**config.mk**
```make
export PLATFORM = sky130hd
export DESIGN_NAME = oscsw_ctl
export DESIGN_NICKNAME = d
export VERILOG_FILES = /design/src/rtl/oscsw_pkg.sv /design/src/rtl/oscsw_unlock.sv /design/src/rtl/oscsw_regs.sv /design/src/rtl/oscsw_ctl.sv
export SDC_FILE = /design/constraint.sdc
export NUM_CORES = 1
export LEC_CHECK = 0
export BUFFER_PORTS_ARGS = -buffer_cell sky130_fd_sc_hd__buf_2
export CORE_ASPECT_RATIO = 0.7
export CORE_UTILIZATION = 30
export DETAILED_ROUTE_END_ITERATION = 10
export GPL_TIMING_DRIVEN = 0
export PLACE_DENSITY_LB_ADDON = 0.05
export SLEW_MARGIN = 20
export SYNTH_ARGS = -nofsm -noshare
export SYNTH_HDL_FRONTEND = slang
export SYNTH_SLANG_ARGS = --single-unit
```
**constraint.sdc**
```tcl
create_clock -name clk_i -period 1.8 [get_ports clk_i]
set_clock_uncertainty 0.15 [all_clocks]
set_input_delay 0.27 -clock clk_i [delete_from_list [all_inputs] [get_ports clk_i]]
set_output_delay 0.27 -clock clk_i [all_outputs]
set_load 0.01 [all_outputs]
```
**src/rtl/oscsw_pkg.sv**
```systemverilog
package oscsw_pkg;
   typedef enum logic [1:0] {
      LK_SHUT = 2'd0,
      LK_HALF = 2'd1,
      LK_OPEN = 2'd2
   } lk_state_e;

   localparam int N_LANES = 2;
   localparam int LANE_LO = 0;
   localparam int LANE_HI = 1;
endpackage

```
**src/rtl/oscsw_unlock.sv**
```systemverilog
module oscsw_unlock
   import oscsw_pkg::*;
#(
   parameter int               DATA_W = 8,
   parameter logic [DATA_W-1:0] KEY_A = '0,
   parameter logic [DATA_W-1:0] KEY_B = '1
) (
   input  logic              clk_i,
   input  logic              rst_ni,
   input  logic              wr_i,
   input  logic [DATA_W-1:0] data_i,
   output logic              commit_o
);
   lk_state_e state_q;

   always_ff @(posedge clk_i) begin
      if (!rst_ni) begin
         state_q <= LK_SHUT;
      end else if (wr_i) begin
         case (state_q)
            LK_SHUT: state_q <= (data_i == KEY_A) ? LK_HALF : LK_SHUT;
            LK_HALF: state_q <= (data_i == KEY_B) ? LK_OPEN : LK_SHUT;
            default: state_q <= LK_SHUT;
         endcase
      end
   end

   assign commit_o = wr_i && (state_q == LK_OPEN);


   one_shot_chk: assert property (@(posedge clk_i) disable iff (!rst_ni)
      commit_o |=> state_q == LK_SHUT);


   open_path_chk: assert property (@(posedge clk_i) disable iff (!rst_ni)
      (state_q == LK_OPEN && $past(state_q) != LK_OPEN) |->
         ($past(state_q) == LK_HALF && $past(wr_i) && $past(data_i) == KEY_B));


   half_path_chk: assert property (@(posedge clk_i) disable iff (!rst_ni)
      (state_q == LK_HALF && $past(state_q) != LK_HALF) |->
         ($past(wr_i) && $past(data_i) == KEY_A));
endmodule

```
**src/rtl/oscsw_regs.sv**
```systemverilog
module oscsw_regs #(
   parameter int               DATA_W  = 8,
   parameter int               SRC_W   = 3,
   parameter int               REQ_BIT = 0,
   parameter logic [DATA_W-1:0] HI_RST = '0
) (
   input  logic              clk_i,
   input  logic              rst_ni,
   input  logic              hi_commit_i,
   input  logic              lo_commit_i,
   input  logic [DATA_W-1:0] data_i,
   input  logic              sw_done_i,
   output logic [DATA_W-1:0] hi_q,
   output logic [DATA_W-1:0] lo_q,
   output logic [SRC_W-1:0]  cur_src_q
);
   localparam logic [DATA_W-1:0] REQ_MASK = DATA_W'(1) << REQ_BIT;

   logic              busy;
   logic              finish;
   logic [DATA_W-1:0] lo_d;

   assign busy   = lo_q[REQ_BIT];
   assign finish = busy && sw_done_i;

   always_comb begin
      lo_d = lo_q;
      if (lo_commit_i) begin
         lo_d = data_i;
         if (busy) lo_d[REQ_BIT] = 1'b1;
      end
      if (finish) lo_d[REQ_BIT] = 1'b0;
   end

   always_ff @(posedge clk_i) begin
      if (!rst_ni) begin
         hi_q      <= HI_RST;
         lo_q      <= '0;
         cur_src_q <= HI_RST[SRC_W-1:0];
      end else begin
         if (hi_commit_i) hi_q <= data_i;
         lo_q <= lo_d;
         if (finish) cur_src_q <= hi_q[SRC_W-1:0];
      end
   end


   done_clr_chk: assert property (@(posedge clk_i) disable iff (!rst_ni)
      (sw_done_i && lo_q[REQ_BIT]) |=> !lo_q[REQ_BIT]);


   cur_take_chk: assert property (@(posedge clk_i) disable iff (!rst_ni)
      (sw_done_i && lo_q[REQ_BIT]) |=> cur_src_q == $past(hi_q[SRC_W-1:0]));


   keep_other_chk: assert property (@(posedge clk_i) disable iff (!rst_ni)
      (sw_done_i && lo_q[REQ_BIT] && !lo_commit_i) |=>
         ((lo_q & ~REQ_MASK) == ($past(lo_q) & ~REQ_MASK)));


   cur_hold_chk: assert property (@(posedge clk_i) disable iff (!rst_ni)
      !(sw_done_i && lo_q[REQ_BIT]) |=> $stable(cur_src_q));


   busy_hold_chk: assert property (@(posedge clk_i) disable iff (!rst_ni)
      (lo_q[REQ_BIT] && !sw_done_i) |=> lo_q[REQ_BIT]);


   req_rise_chk: assert property (@(posedge clk_i) disable iff (!rst_ni)
      $rose(lo_q[REQ_BIT]) |-> $past(lo_commit_i));


   hi_guard_chk: assert property (@(posedge clk_i) disable iff (!rst_ni)
      !hi_commit_i |=> $stable(hi_q));


   one_lane_chk: assert property (@(posedge clk_i) disable iff (!rst_ni)
      !(hi_commit_i && lo_commit_i));
endmodule

```
**src/rtl/oscsw_ctl.sv**
```systemverilog
module oscsw_ctl
   import oscsw_pkg::*;
#(
   parameter int               DATA_W   = 8,
   parameter int               SRC_W    = 3,
   parameter int               REQ_BIT  = 0,
   parameter logic [DATA_W-1:0] HI_KEY_A = 8'h78,
   parameter logic [DATA_W-1:0] HI_KEY_B = 8'h9A,
   parameter logic [DATA_W-1:0] LO_KEY_A = 8'h46,
   parameter logic [DATA_W-1:0] LO_KEY_B = 8'h57,
   parameter logic [DATA_W-1:0] HI_RST   = '0
) (
   input  logic              clk_i,
   input  logic              rst_ni,
   input  logic              wr_en_i,
   input  logic              wr_lane_i,
   input  logic [DATA_W-1:0] wr_data_i,
   input  logic              sw_done_i,
   output logic [DATA_W-1:0] cfg_hi_o,
   output logic [DATA_W-1:0] cfg_lo_o,
   output logic [SRC_W-1:0]  nxt_src_o,
   output logic              sw_req_o,
   output logic [SRC_W-1:0]  cur_src_o
);
   if (SRC_W < 1 || SRC_W > DATA_W) begin : g_bad_src
      $error("oscsw_ctl: SRC_W must lie in 1..DATA_W");
   end
   if (REQ_BIT < 0 || REQ_BIT >= DATA_W) begin : g_bad_req
      $error("oscsw_ctl: REQ_BIT outside the low lane");
   end
   if (HI_KEY_A == HI_KEY_B || LO_KEY_A == LO_KEY_B) begin : g_bad_key
      $error("oscsw_ctl: the two keys of a lane must differ");
   end

   logic [N_LANES-1:0] commit;

   for (genvar l = 0; l < N_LANES; l++) begin : g_lane
      localparam logic [DATA_W-1:0] KA = (l == LANE_HI) ? HI_KEY_A : LO_KEY_A;
      localparam logic [DATA_W-1:0] KB = (l == LANE_HI) ? HI_KEY_B : LO_KEY_B;
      localparam logic              SEL = (l == LANE_HI);

      oscsw_unlock #(
         .DATA_W (DATA_W),
         .KEY_A  (KA),
         .KEY_B  (KB)
      ) u_unlock (
         .clk_i    (clk_i),
         .rst_ni   (rst_ni),
         .wr_i     (wr_en_i && (wr_lane_i == SEL)),
         .data_i   (wr_data_i),
         .commit_o (commit[l])
      );
   end

   oscsw_regs #(
      .DATA_W  (DATA_W),
      .SRC_W   (SRC_W),
      .REQ_BIT (REQ_BIT),
      .HI_RST  (HI_RST)
   ) u_regs (
      .clk_i       (clk_i),
      .rst_ni      (rst_ni),
      .hi_commit_i (commit[LANE_HI]),
      .lo_commit_i (commit[LANE_LO]),
      .data_i      (wr_data_i),
      .sw_done_i   (sw_done_i),
      .hi_q        (cfg_hi_o),
      .lo_q        (cfg_lo_o),
      .cur_src_q   (cur_src_o)
   );

   assign nxt_src_o = cfg_hi_o[SRC_W-1:0];
   assign sw_req_o  = cfg_lo_o[REQ_BIT];
endmodule

```
==> metrics.cfg <==
[routing]
drt_first_iter_violations = 42
detailedRoute.firstPassIterationCount = 7
avgViaCountPerCell = 4.81
routed_wl_um = 2410
drc = 2
antenna_violating_nets_post_route = 0
detailroute.via_count = 895
routedWlPerCell_um = 13.0

[clock_tree]
cts_max_path_buffers = 2
cts_hold_repair.buffers = 0
cts_made_buffers = 3
cts_num_sinks = 23
cts_tree = yes
worst_skew_pair.late_latency_ps = 260
number_of_h_tree_levels = 1
post_cts.repair.setup_buffers = 0
cells_resized_by_post_cts_repair = 0
clock_transition_at_the_registers_of_the_reported_paths_ps = 80
root_buffer = sky130_fd_sc_hd__clkbuf_8

[worst_setup_path]
worst_path_largest_cell_delay_ps = 480
worst_ep_required_time_ps = 1380
cp-start-kind = flip-flop
crit_path_end_kind = output pin
critical_path.cell_chain = buf_4 > buf_2
setup.worst_path.class = flip-flop to output pin
critPathSlowestCell = sky130_fd_sc_hd__dfxtp_1
crit_path_max_fanout = 8
ff2ff_setup_slack_ps = 430
crit_arrival_ps = 1020

[die]
die_height_um = 50.5
core_region_area_um2 = 3170
start_util = 0.318
dieArea_um2 = 3600
io_pins = 36
floorplan.rows = 17
die_w_um = 71.3

[status]
status = complete, but fails checks
violations_in_the_final_reports = DRC

[final_layout]
area_growth_syn_to_layout_pct = 26.1
finish.net_count = 162
layout-drive-gt1-share = 0.311
diodes = 0
final_core_utilization = 0.401

[place]
routabilityCongestion = 0.676
place_hpwl_um = 1850
port_buffers = 34

[sta]
post-route-period-util = 0.798
drv_slew = 0
report.final.hold_viol_count = 0
final-setup-viol-count = 0
worst_slew_pin_slew_ps = 406
headroom_to_the_max_slew_limit = 0.730
setup_tns_ps = 0
layout_min_cycle_time_ps = 1440
rsz0062_at_grt = no
maximum_operating_frequency_mhz = 696

[grt]
antenna_violations_before_repair = 0
grt_pass1_vias = 828
grt_pass1_wl_um = 3960
pin_count_of_the_biggest_net_entering_global_routing = 13
globalRouteOverflowTotal = 0
gr-usage-all-layers = 0.142

[synth]
synth_edf_count = 0
yosysSeqAreaShare = 0.457
synth_cells = 110
synthTopCellsByArea = sky130_fd_sc_hd__dfxtp_1 46%, sky130_fd_sc_hd__nand2_1 9.7%, sky130_fd_sc_hd__a21boi_0 8.9%
netlist_top_cells_count = 26 x sky130_fd_sc_hd__nand2_1, 23 x sky130_fd_sc_hd__dfxtp_1, 12 x sky130_fd_sc_hd__a21boi_0
synth.distinct_cells = 22
yosys_register_bits = 23
ys.warnings.count = 0
area_fraction_of_the_dominant_cell_type_after_synthesis = 0.457
synth_area_um2 = 1010
synth_nets = 123
synth_ff_type = sky130_fd_sc_hd__dfxtp_1
async_reset_ff_frac = 0
synthesis.area_per_instance_um2 = 9.17
synth_top_area_cell = sky130_fd_sc_hd__dfxtp_1
synthMostInstantiatedCell = sky130_fd_sc_hd__nand2_1

[pwr]
clock_power_frac = 0.366
cellPowerDensity_nw_per_um2 = 698
total_power_w = 0.000887
vdd.ir_drop.worst_uv = 234
power.switching_fraction = 0.224
power.static_leakage_nw = 0.508
internal_power_w = 0.000689
power.net_switching_w = 0.000199
comb_power_share = 0.061
p_seq_frac = 0.573

[job]
drv.max_cap_violation_count = 0

[min_path]
path_category_of_the_worst_min_delay_check = primary input to flip-flop

## critical path, delay by kind of cell (launching register included)
| kind | cells | cell delay [ps] |
|---|---|---|
| buf+inv | 2 | 270 |
| flops | 1 | 480 |
## path summary, 6_finish.rpt
path                            cells past startpoint                                  startpoint                                         end
worst max register to register                      3  g_lane[1].u_unlock.state_q[0]$_SDFFE_PN0P_  g_lane[1].u_unlock.state_q[1]$_SDFFE_PN0P_
worst min register to register                      2                 u_regs.hi_q[5]$_SDFFE_PN0P_                 u_regs.hi_q[5]$_SDFFE_PN0P_
worst min-delay path                                3                                wr_data_i[5]                 u_regs.hi_q[5]$_SDFFE_PN0P_
worst max-delay path                                2                 u_regs.lo_q[0]$_SDFFE_PP0P_                                 cfg_lo_o[0]
## flip-flops by register name (all words and copies together), names as in the netlist
register and flops:
u_regs.hi_q 8, u_regs.lo_q 8, u_regs.cur_src_q 3, g_lane.u_unlock.state_q 4
## per-layer routing
metal / vias up / part of all wire / track usage
li1: 455 / - / -
met1: 417 / 0.51 / 0.193
met2: 21 / 0.44 / 0.225
met3: 2 / 0.044 / 0.0402
met4: 0 / 0.0054 / 0.0300
met5: - / 0 / 0
## cell type report
| cell class | count | area [um2] |
|---|---|---|
| sequential | 23 | 460 |
| buffer | 9 | 53.8 |
| clock buffer | 4 | 45.0 |
| timing repair buffer | 34 | 170 |
| fill | 348 | 1900 |
| tap | 38 | 47.5 |
| multi-input combinational | 78 | 494 |
## logic make-up (layout without fill, tap and decap cells)
kind of cell	count (synthesis)	after routing	synth area share
simple gates	55	55	0.298
mux	7	7	0.0695
flops	23	23	0.457
buf+inv	9	47	0.0533
compound gates	16	16	0.123
## per-stage QoR
| step | std cells | hold WS, ps | setup WS, ps | cell area, um2 |
|---|---|---|---|---|
| final | 186 | 133 | 363 | 1270 |
| after global routing | 186 | 140 | 310 | 1270 |
| after CTS | 186 | 133 | 367 | 1270 |
| after detailed placement | 182 | 310 | 360 | 1230 |
| after global placement | 182 | 298 | 402 | 1230 |
| after floorplan | 110 | 265 | 544 | 1010 |
## layout by cell type (no fill, tap or decap), types with 3 or more instances in the layout
cell / count
sky130_fd_sc_hd__a21boi_0: 12
sky130_fd_sc_hd__buf_2: 35
sky130_fd_sc_hd__buf_4: 5
sky130_fd_sc_hd__clkbuf_1: 4
sky130_fd_sc_hd__clkbuf_8: 3
sky130_fd_sc_hd__dfxtp_1: 23
sky130_fd_sc_hd__mux2i_1: 7
sky130_fd_sc_hd__nand2_1: 26
sky130_fd_sc_hd__nand3_1: 6
sky130_fd_sc_hd__nand4b_1: 3
sky130_fd_sc_hd__nor2b_1: 9
## power by group through the flow
stage | clock network [W] | logic (W) | registers (W)
5_1_grt | 0.000360 | 0.0000585 | 0.000508
4_1_cts | 0.000334 | 0.0000545 | 0.000508
3_5_place_dp | 0 | 0.0000543 | 0.000520
3_3_place_gp | 0 | 0.0000531 | 0.000520
2_1_floorplan | 0 | 0.0000222 | 0.000520
6_report | 0.000325 | 0.0000542 | 0.000508
No activity file was read; power rests on OpenSTA's default activity.
